File: src/rtl/smic_pkg.sv
package smic_pkg;
  typedef enum logic [3:0] {
    ST_IDLE, ST_START_OP, ST_OP_OK, ST_WR, ST_WR_END,
    ST_W2R, ST_RD_START, ST_RD_NEXT, ST_RD_END, ST_HOSED
  } smic_st_e;

  typedef enum logic [1:0] {PH_FLG, PH_STS, PH_OPS} smic_ph_e;

  localparam logic [1:0] A_DATA  = 2'd0;
  localparam logic [1:0] A_CTRL  = 2'd1;
  localparam logic [1:0] A_FLAGS = 2'd2;

  localparam int F_RX  = 7;
  localparam int F_TX  = 6;
  localparam int F_MSG = 2;
  localparam int F_BSY = 0;

  localparam logic [7:0] C_GET    = 8'h40;
  localparam logic [7:0] C_WSTART = 8'h41;
  localparam logic [7:0] C_WNEXT  = 8'h42;
  localparam logic [7:0] C_WEND   = 8'h43;
  localparam logic [7:0] C_RSTART = 8'h44;
  localparam logic [7:0] C_RNEXT  = 8'h45;
  localparam logic [7:0] C_REND   = 8'h46;

  function automatic logic [7:0] sts_of(input logic [7:0] code);
    return code | 8'h80;
  endfunction
endpackage

File: src/rtl/smic_byte_ram.sv
module smic_byte_ram #(
  parameter int DEPTH = 80,
  localparam int AW = $clog2(DEPTH)
) (
  input  logic          clk_i,
  input  logic          we_i,
  input  logic [AW-1:0] waddr_i,
  input  logic [7:0]    wdata_i,
  input  logic [AW-1:0] raddr_i,
  output logic [7:0]    rdata_o
);
  logic [7:0] mem [DEPTH];

  always_ff @(posedge clk_i) begin
    if (we_i && int'(waddr_i) < DEPTH) mem[waddr_i] <= wdata_i;
  end

  assign rdata_o = (int'(raddr_i) < DEPTH) ? mem[raddr_i] : 8'h00;
endmodule

File: src/rtl/smic_wdog.sv
module smic_wdog #(
  parameter int LIMIT = 1000,
  localparam int CW = $clog2(LIMIT + 1)
) (
  input  logic clk_i,
  input  logic rst_ni,
  input  logic run_i,
  input  logic reload_i,
  output logic expire_o
);
  logic [CW-1:0] cnt;

  always_ff @(posedge clk_i or negedge rst_ni) begin
    if (!rst_ni)                 cnt <= '0;
    else if (!run_i || reload_i) cnt <= '0;
    else if (cnt != CW'(LIMIT))  cnt <= cnt + 1'b1;
  end

  assign expire_o = run_i && (cnt == CW'(LIMIT));
endmodule

File: src/rtl/smic_result_fmt.sv
module smic_result_fmt #(
  parameter int MAX_LEN = 80,
  parameter logic [7:0] CC_UNSPEC = 8'hFF,
  parameter logic [7:0] CC_TRUNC  = 8'hCE,
  localparam int AW = $clog2(MAX_LEN),
  localparam int LW = $clog2(MAX_LEN + 2)
) (
  input  logic [LW-1:0] rpos_i,
  input  logic          trunc_i,
  input  logic [AW-1:0] idx_i,
  input  logic [7:0]    raw_i,
  output logic [LW-1:0] len_o,
  output logic [7:0]    byte_o
);
  logic short_rsp;
  assign short_rsp = rpos_i < LW'(3);
  assign len_o     = short_rsp ? LW'(3) : rpos_i;

  always_comb begin
    if (idx_i == AW'(2) && trunc_i)        byte_o = CC_TRUNC;
    else if (idx_i == AW'(2) && short_rsp) byte_o = CC_UNSPEC;
    else if (int'(idx_i) < int'(rpos_i))   byte_o = raw_i;
    else                                   byte_o = 8'h00;
  end
endmodule

File: src/rtl/smic_host_ctrl.sv
module smic_host_ctrl
  import smic_pkg::*;
#(
  parameter int MAX_LEN    = 80,
  parameter int MIN_LEN    = 2,
  parameter int MAX_RETRY  = 3,
  parameter int CLK_HZ     = 100_000_000,
  parameter int TIMEOUT_MS = 2000,
  parameter logic [7:0] CC_UNSPEC = 8'hFF,
  parameter logic [7:0] CC_TRUNC  = 8'hCE,
  localparam int AW = $clog2(MAX_LEN),
  localparam int LW = $clog2(MAX_LEN + 2)
) (
  input  logic          clk_i,
  input  logic          rst_ni,
  input  logic          req_we_i,
  input  logic [AW-1:0] req_idx_i,
  input  logic [7:0]    req_byte_i,
  input  logic [LW-1:0] req_len_i,
  input  logic          start_i,
  output logic          reject_o,
  output logic          done_o,
  output logic          hosed_o,
  output logic          attn_o,
  output logic [LW-1:0] rsp_len_o,
  input  logic [AW-1:0] rsp_idx_i,
  output logic [7:0]    rsp_byte_o,
  output logic [1:0]    reg_addr_o,
  output logic          reg_rd_o,
  output logic          reg_wr_o,
  output logic [7:0]    reg_wdata_o,
  input  logic [7:0]    reg_rdata_i
);
  localparam int TO_CYC = (CLK_HZ / 1000) * TIMEOUT_MS;
  localparam int RW     = (MAX_RETRY < 1) ? 1 : $clog2(MAX_RETRY + 1);

  smic_st_e      state;
  smic_ph_e      ph;
  logic [7:0]    flg_q, ctrl_q, wd_q, wr_byte, rsp_raw;
  logic [LW-1:0] wpos, rpos, len_q;
  logic [RW-1:0] retries;
  logic          trunc_q;
  logic          op_rd, op_chk, op_ctrl, op_wd, op_bsy;

  logic          can_start, len_ok, accept, run, err, expire, cap_we;
  logic          d_go, d_err, d_rd, d_chk, d_ctrl, d_wd, d_bsy;
  logic [7:0]    d_code;
  smic_st_e      d_state;

  assign can_start = (state == ST_IDLE) || (state == ST_HOSED);
  assign len_ok    = (req_len_i >= LW'(MIN_LEN)) && (req_len_i <= LW'(MAX_LEN));
  assign accept    = start_i && can_start && len_ok;
  assign run       = !can_start;

  smic_byte_ram #(.DEPTH(MAX_LEN)) u_req (
    .clk_i, .we_i(req_we_i && can_start), .waddr_i(req_idx_i), .wdata_i(req_byte_i),
    .raddr_i(wpos[AW-1:0]), .rdata_o(wr_byte));

  assign cap_we = (ph == PH_OPS) && op_rd && !op_chk && (rpos < LW'(MAX_LEN));

  smic_byte_ram #(.DEPTH(MAX_LEN)) u_rsp (
    .clk_i, .we_i(cap_we), .waddr_i(rpos[AW-1:0]), .wdata_i(reg_rdata_i),
    .raddr_i(rsp_idx_i), .rdata_o(rsp_raw));

  smic_result_fmt #(.MAX_LEN(MAX_LEN), .CC_UNSPEC(CC_UNSPEC), .CC_TRUNC(CC_TRUNC)) u_fmt (
    .rpos_i(rpos), .trunc_i(trunc_q), .idx_i(rsp_idx_i), .raw_i(rsp_raw),
    .len_o(rsp_len_o), .byte_o(rsp_byte_o));

  smic_wdog #(.LIMIT(TO_CYC)) u_wdog (
    .clk_i, .rst_ni, .run_i(run),
    .reload_i(accept || err || (ph == PH_STS && d_go)), .expire_o(expire));

  // Step decision: status on reg_rdata_i, flags latched in flg_q
  always_comb begin
    logic last;
    logic [7:0] sts;
    sts  = reg_rdata_i;
    last = (wpos == len_q - LW'(1));
    d_go = 1'b0; d_err = 1'b0; d_rd = 1'b0; d_chk = 1'b0;
    d_ctrl = 1'b0; d_wd = 1'b0; d_bsy = 1'b0; d_code = C_GET; d_state = state;
    case (state)
      ST_START_OP: begin
        d_go = 1'b1; d_ctrl = 1'b1; d_bsy = 1'b1; d_code = C_GET; d_state = ST_OP_OK;
      end
      ST_OP_OK:
        if (sts != sts_of(C_GET)) d_err = 1'b1;
        else begin
          d_go = 1'b1; d_ctrl = 1'b1; d_wd = 1'b1; d_bsy = 1'b1;
          d_code = C_WSTART; d_state = ST_WR;
        end
      ST_WR:
        if (sts != ((wpos == LW'(1)) ? sts_of(C_WSTART) : sts_of(C_WNEXT))) d_err = 1'b1;
        else if (flg_q[F_TX]) begin
          d_go = 1'b1; d_ctrl = 1'b1; d_wd = 1'b1; d_bsy = 1'b1;
          d_code  = last ? C_WEND : C_WNEXT;
          d_state = last ? ST_WR_END : ST_WR;
        end
      ST_WR_END:
        if (sts != sts_of(C_WEND)) d_err = 1'b1;
        else begin d_go = 1'b1; d_rd = 1'b1; d_chk = 1'b1; end
      ST_W2R:
        if (flg_q[F_RX]) begin
          d_go = 1'b1; d_ctrl = 1'b1; d_bsy = 1'b1; d_code = C_RSTART; d_state = ST_RD_START;
        end
      ST_RD_START:
        if (sts != sts_of(C_RSTART)) d_err = 1'b1;
        else if (flg_q[F_RX]) begin
          d_go = 1'b1; d_rd = 1'b1; d_ctrl = 1'b1; d_bsy = 1'b1;
          d_code = C_RNEXT; d_state = ST_RD_NEXT;
        end
      ST_RD_NEXT:
        if (sts == sts_of(C_REND)) begin
          d_go = 1'b1; d_rd = 1'b1; d_ctrl = 1'b1; d_bsy = 1'b1;
          d_code = C_REND; d_state = ST_RD_END;
        end else if (sts == sts_of(C_RNEXT)) begin
          if (flg_q[F_RX]) begin
            d_go = 1'b1; d_rd = 1'b1; d_ctrl = 1'b1; d_bsy = 1'b1; d_code = C_RNEXT;
          end
        end else d_err = 1'b1;
      ST_RD_END:
        if (sts != sts_of(C_GET)) d_err = 1'b1;
        else begin d_go = 1'b1; d_rd = 1'b1; d_chk = 1'b1; end
      default: ;
    endcase
  end

  assign err = run && (expire || (ph == PH_STS && d_err) ||
                       (ph == PH_OPS && op_rd && op_chk && reg_rdata_i != 8'h00));

  // Register bus: rd > ctrl > data > flags gives both step orders
  always_comb begin
    reg_rd_o = 1'b0; reg_wr_o = 1'b0; reg_addr_o = A_FLAGS; reg_wdata_o = 8'h00;
    case (ph)
      PH_FLG: reg_rd_o = (state != ST_HOSED);
      PH_STS: begin reg_rd_o = 1'b1; reg_addr_o = A_CTRL; end
      PH_OPS:
        if (op_rd) begin reg_rd_o = 1'b1; reg_addr_o = A_DATA; end
        else if (op_ctrl) begin reg_wr_o = 1'b1; reg_addr_o = A_CTRL; reg_wdata_o = ctrl_q; end
        else if (op_wd) begin reg_wr_o = 1'b1; reg_addr_o = A_DATA; reg_wdata_o = wd_q; end
        else if (op_bsy) begin reg_wr_o = 1'b1; reg_wdata_o = flg_q | 8'h01; end
      default: ;
    endcase
  end

  always_ff @(posedge clk_i or negedge rst_ni) begin
    if (!rst_ni) begin
      state <= ST_IDLE; ph <= PH_FLG; flg_q <= '0; ctrl_q <= '0; wd_q <= '0;
      wpos <= '0; rpos <= '0; len_q <= '0; retries <= '0; trunc_q <= 1'b0;
      op_rd <= 1'b0; op_chk <= 1'b0; op_ctrl <= 1'b0; op_wd <= 1'b0; op_bsy <= 1'b0;
      reject_o <= 1'b0; done_o <= 1'b0; hosed_o <= 1'b0; attn_o <= 1'b0;
    end else begin
      reject_o <= start_i && !accept;
      done_o   <= 1'b0;
      hosed_o  <= 1'b0;
      if (accept) begin
        state <= ST_START_OP; ph <= PH_FLG; len_q <= req_len_i; retries <= '0;
        wpos <= '0; rpos <= '0; trunc_q <= 1'b0; attn_o <= 1'b0;
        {op_rd, op_chk, op_ctrl, op_wd, op_bsy} <= '0;
      end else if (err) begin
        ph <= PH_FLG;
        {op_rd, op_chk, op_ctrl, op_wd, op_bsy} <= '0;
        if (retries == RW'(MAX_RETRY)) begin
          state <= ST_HOSED; hosed_o <= 1'b1;
        end else begin
          retries <= retries + 1'b1; state <= ST_START_OP;
          wpos <= '0; rpos <= '0; trunc_q <= 1'b0;
        end
      end else begin
        case (ph)
          PH_FLG:
            if (state == ST_IDLE) begin
              if (!reg_rdata_i[F_BSY]) attn_o <= reg_rdata_i[F_MSG];
            end else if (state != ST_HOSED && !reg_rdata_i[F_BSY]) begin
              flg_q <= reg_rdata_i; ph <= PH_STS;
            end
          PH_STS:
            if (d_go) begin
              op_rd <= d_rd; op_chk <= d_chk; op_ctrl <= d_ctrl; op_wd <= d_wd; op_bsy <= d_bsy;
              ctrl_q <= d_code; wd_q <= wr_byte; state <= d_state; ph <= PH_OPS;
              if (d_wd) wpos <= wpos + 1'b1;
            end else ph <= PH_FLG;
          PH_OPS: begin
            if (op_rd) begin
              op_rd <= 1'b0;
              if (op_chk) begin
                op_chk <= 1'b0;
                if (state == ST_WR_END) state <= ST_W2R;
                else begin state <= ST_IDLE; done_o <= 1'b1; end
              end else if (rpos == LW'(MAX_LEN)) trunc_q <= 1'b1;
              else rpos <= rpos + 1'b1;
            end else if (op_ctrl) op_ctrl <= 1'b0;
            else if (op_wd) op_wd <= 1'b0;
            else op_bsy <= 1'b0;
            if ($onehot({op_rd, op_ctrl, op_wd, op_bsy})) ph <= PH_FLG;
          end
          default: ph <= PH_FLG;
        endcase
      end
    end
  end

  a_r1_one_access: assert property (@(posedge clk_i) disable iff (!rst_ni)
    !(reg_rd_o && reg_wr_o));
  a_r1_quiet_hosed: assert property (@(posedge clk_i) disable iff (!rst_ni)
    (state == ST_HOSED && !start_i) |=> !(reg_rd_o || reg_wr_o));
  a_r2_busy_gate: assert property (@(posedge clk_i) disable iff (!rst_ni)
    (reg_rd_o && reg_addr_o == A_CTRL) |->
      $past(reg_rd_o && reg_addr_o == A_FLAGS && !reg_rdata_i[F_BSY]));
  a_r7_hosed_state: assert property (@(posedge clk_i) disable iff (!rst_ni)
    hosed_o |-> (state == ST_HOSED));
  a_r9_rpos_bound: assert property (@(posedge clk_i) disable iff (!rst_ni)
    rpos <= LW'(MAX_LEN));
  a_r11_done_zero: assert property (@(posedge clk_i) disable iff (!rst_ni)
    done_o |-> $past(reg_rd_o && reg_addr_o == A_DATA && reg_rdata_i == 8'h00));
  a_r11_done_excl: assert property (@(posedge clk_i) disable iff (!rst_ni)
    !(done_o && hosed_o));
  a_r12_attn_idle: assert property (@(posedge clk_i) disable iff (!rst_ni)
    attn_o |-> (state == ST_IDLE));
endmodule

File: config.mk
export PLATFORM = sky130hd
export DESIGN_NAME = smic_host_ctrl
export DESIGN_NICKNAME = d
export VERILOG_FILES = /design/src/rtl/smic_pkg.sv /design/src/rtl/smic_byte_ram.sv /design/src/rtl/smic_wdog.sv /design/src/rtl/smic_result_fmt.sv /design/src/rtl/smic_host_ctrl.sv
export SDC_FILE = /design/constraint.sdc
export NUM_CORES = 2
export LEC_CHECK = 0
export ABC_AREA = 1
export BUFFER_PORTS_ARGS = -buffer_cell sky130_fd_sc_hd__buf_2
export CORE_MARGIN = 3
export CORE_UTILIZATION = 35
export CTS_CLUSTER_SIZE = 12
export DETAILED_ROUTE_END_ITERATION = 10
export GPL_ROUTABILITY_DRIVEN = 0
export GPL_TIMING_DRIVEN = 0
export SLEW_MARGIN = 20
export SYNTH_ARGS = -nofsm -noshare
export SYNTH_HDL_FRONTEND = slang
export SYNTH_SLANG_ARGS = --single-unit
File: constraint.sdc
create_clock -name clk_i -period 2.35 [get_ports clk_i]
set_input_delay 0.3525 -clock clk_i [delete_from_list [all_inputs] [get_ports clk_i]]
set_output_delay 0.3525 -clock clk_i [all_outputs]
set_load 0.02 [all_outputs]
==> results.txt <==
----------------------------------------------------
[GRT]
  Number of global-route vias before repair ... between 30000 and 40000
  Initial antenna violation count ... 6
  Overflow left after global routing ... 0
  Wire length of the first global-routing pass ... between 200000 and 300000 um
  Total Routing Usage GR ... 22.69%
  Pin count of the biggest net entering global routing ... 81

[Worst setup path]
  Most numerous cell on the critical path ... nand3_1
  CP max-delay cell ... clkbuf_2
  Data required time at the worst endpoint ... roughly 2 ns
  Critical Path Fanout Max ... 10
  Critical Path Sink Type ... primary output
  Cell-by-cell listing of the critical path ... buf_2 -> buf_4 -> buf_4 -> clkbuf_2 -> o21ai_0 -> o22ai_1 -> nand2_1 -> nand3_1 -> nand3_1 -> nand3_1 -> nand3_4 -> nand2_2 -> buf_6
  Worst path max stage delay ... approximately 0.35 ns
  Register-to-register setup slack ... -0.17 ns
  Arrival time worst endpoint ... 2.98 ns
  Kind of cell adding the most delay to the critical path ... buffers and inverters
  Number of buffer and inverter instances along the worst setup path ... 5
  Nature of the critical path startpoint ... primary input
  Kind of critical path ... primary input to primary output

[CTS]
  Library cell used as clock root buffer ... clkbuf_16
  Worst skew pair latency ... 0.77 ns
  CTS clk-pin slew, worst paths ... 0.06 ns
  Maximum level of the CTS H-tree ... 4
  Number of sinks driven by the clock tree ... about 1400
  Buffer depth of the longest clock path ... 3
  CTS tree ... built
  Number of clock buffers inserted by TritonCTS ... 144

[STA]
  Final-report max-slew violation count ... 0
  Headroom to the max-slew limit ... 26.46%
  Setup repair after global routing missed its margin ... true
  Period utilisation layout ... 142.0%
  Min Tclk post-route ... 3.337 ns
  Number of endpoints with negative hold slack in the final report ... 0
  Timing-limited maximum frequency ... between 200 and 300 MHz
  Actual transition at the worst max-transition pin ... between 1 and 1.5 ns
  Endpoints failing setup ... approximately 520
  Final setup slack of the worst path ... -0.9868 ns
  Setup skew after layout ... ~0.032 ns

[Placed design]
  Area after DPL ... about 60000 um2
  Placement Setup Slack ... -1.493 ns
  Placed cell count ... ~7100
  DP HPWL ... roughly 130000 um
  Buffers on Ports ... 68

[Layout]
  Cell Count, Final, Fillers Out ... ~7600
  Fill cells ... 14258
  Commonest non-fill, non-tap cells in the layout ... edfxtp_1 (1280), nor2_1 (877), o21ai_0 (652)
  Final Cell Area ... between 70000 and 80000 um2
  Core utilization of the finished layout ... between 40% and 50%
  Post-layout nets ... 5398
  Layout area overhead ... 26.76%
  Register area ... slightly above 40000 um2
  Layout cells sized above 1 ... between 20 and 25%
  Most common cell after layout, fill and taps aside ... edfxtp_1
  Multi-input gate area in the final layout ... approximately 17000 um2

[Hold path]
  Hold WC Path Type ... primary input to register

[Power]
  Standby leakage power ... between 20 and 25 nW
  Net load switching power ... ~22 mW
  Maximum ir drop on the vdd rail ... 743.0 uV
  Clock power frac ... between 30% and 40%
  Combinational group share of total power ... roughly 28%
  Part of the total power dissipated in sequential elements ... between 40% and 50%
  Pwr per Cell Area ... approximately 940 nW/um2
  Proportion of total power due to net switching ... around a third
  Internal Pwr Total ... between 40 and 50 mW

[Die]
  Total die area ... roughly 170000 um2
  Std-Cell Rows ... around 150
  Vert. Die Dim ... between 400 and 500 um
  Placeable Area ... between 150000 and 200000 um2
  Chip width ... about 410 um
  Num ports ... 72
  Initial Util ... a little over a third

[Synth]
  Syn nets ... roughly 5000
  Post-synthesis instance area ... roughly 57000 um2
  Cell count after synthesis ... approximately 4800
  Register area share after synthesis ... a little under three quarters
  Number of different library cells in the post-synthesis netlist ... between 50 and 60
  Flip-flop and latch count after synthesis ... between 1000 and 1500
  Mean post-synth cell area ... about 12 um2
  Ys Warns ... 0

[Run status]
  Outcome ... finished, violations left
  Failing checks ... setup timing

[Route]
  WL per Instance ... around 26 um
  Remaining DRCs ... 0
  First drt pass iteration count ... 6
  Remaining antenna violation count ... 0
  Number of vias per cell after detailed routing ... around 5.6
  Iteration-0 DRC Markers ... 6501
  Vias ... ~43000
  Total wire length ... 198500 um

[Run]
  Max-cap violations ... 0

----------------------------------------------------
cell type report:
cell class / count / share of cell area (%)
Buffer: 279 / 2.856
Clock buffer: 204 / 5.636
Antenna cell: 1 / 0.003475
Sequential cell: 1366 / 56.38
Multi-Input combinational cell: 3032 / 23.81
Tap cell: 2160 / 3.753
Inverter: 152 / 0.8860
Timing Repair Buffer: 359 / 6.312
Clock inverter: 38 / 0.3648
routing by layer:
metal | track usage [%] | part of all wire (%)
met1 | 30.73 | 38
met2 | 34.80 | 45
met3 | 4.931 | 12
met4 | 10.67 | 5.3
met5 | 0 | 0.0065
timing repair:
| action | 4_1_cts | 5_1_grt |
|---|---|---|
| hold buffers | 19 | 0 |
| resized for setup | 818 | 402 |
| pin swaps | 104 | 158 |
| cloned | 2 | 6 |
| hold endpoints to repair | 194 | 0 |
| buffers inserted | 144 | 108 |
| endpoints found under the setup margin | 1388 | 1301 |
synthesized netlist by cell type (all sizes together):
| cell | count | area share, % |
|---|---|---|
| o221ai | 31 | 0.48 |
| a211oi | 1 | 0.013 |
| or2 | 5 | 0.055 |
| o31ai | 1 | 0.013 |
| nand2 | 497 | 3.4 |
| dfrtp | 86 | 3.8 |
| o211ai | 128 | 1.7 |
| buf | 105 | 0.95 |
| xor2 | 27 | 0.42 |
| nor4 | 2 | 0.022 |
| clkbuf | 178 | 1.2 |
| nor3b | 5 | 0.066 |
| o21bai | 1 | 0.013 |
| a41oi | 1 | 0.015 |
| clkinv | 6 | 0.040 |
| o22ai | 130 | 1.4 |
| nor2 | 1093 | 7.3 |
| o21ai | 720 | 6.4 |
| edfxtp | 1280 | 68 |
| nand3 | 234 | 2.2 |
| nand4 | 36 | 0.41 |
| a22oi | 4 | 0.053 |
| a221oi | 2 | 0.031 |
| a31oi | 4 | 0.044 |
| xnor2 | 3 | 0.046 |
| nor3 | 24 | 0.23 |
| ha | 22 | 0.48 |
| a21oi | 55 | 0.50 |
| inv | 146 | 0.97 |
| o21a | 1 | 0.013 |
| a21boi | 2 | 0.026 |
| a21o | 1 | 0.013 |
| fa | 1 | 0.035 |
state kept, by name (all words and copies together), names as in the netlist, 2 cells and up:
signal,count
wpos,7
rpos,7
u_req.mem,640
flg_q,7
u_wdog.cnt,28
u_rsp.mem,640
retries,2
wd_q,8
len_q,7
ctrl_q,4
state,4
ph,2
power by group through the flow:
stage | registers (mW) | clock network (mW) | logic (mW)
final | 27.4 | 21.6 | 18.8
after global routing | 27.4 | 22.7 | 19.7
after CTS | 27.3 | 21.7 | 15.7
after detailed placement | 27.8 | 0 | 13.7
after global placement | 27.8 | 0 | 13.5
after floorplan | 27.7 | 0 | 7.64
metrics by stage:
stage / hold WS, ns / total power, mW / TNS (ns)
after floorplan: 0.05691 / 35.32 / 0
after global placement: 0.4408 / 41.28 / -1459.52
after detailed placement: 0.2380 / 41.47 / -1465.79
after CTS: 0.007673 / 64.80 / -32.70
after global routing: 0.02718 / 69.86 / -70.90
final: 0.03848 / 67.83 / -33.88
kinds of logic after synthesis:
group                      Yosys count  share of synthesized area, %
buffers and inverters              435                         3.140
xor gates and xnor gates            30                        0.4625
DFF                               1366                         71.44
and+or+nand+nor                   1896                         13.70
AOI/OAI and AO/OA                 1082                         10.74
adders and majority gates           23                        0.5197
final timing paths:
path,start,to,depth (start not counted)
worst min-delay path,reg_rdata_i[1],u_rsp.mem[79][1],1
max in group asynchronous,rst_ni,rpos[5],4
worst max register to register,wpos[1],wd_q[2],10
worst max-delay path,rsp_idx_i[1],rsp_byte_o[7],13
worst min register to register,wd_q[0],wd_q[0],2
min in group asynchronous,rst_ni,rpos[4],3
Power figures use the tool's default switching activity.
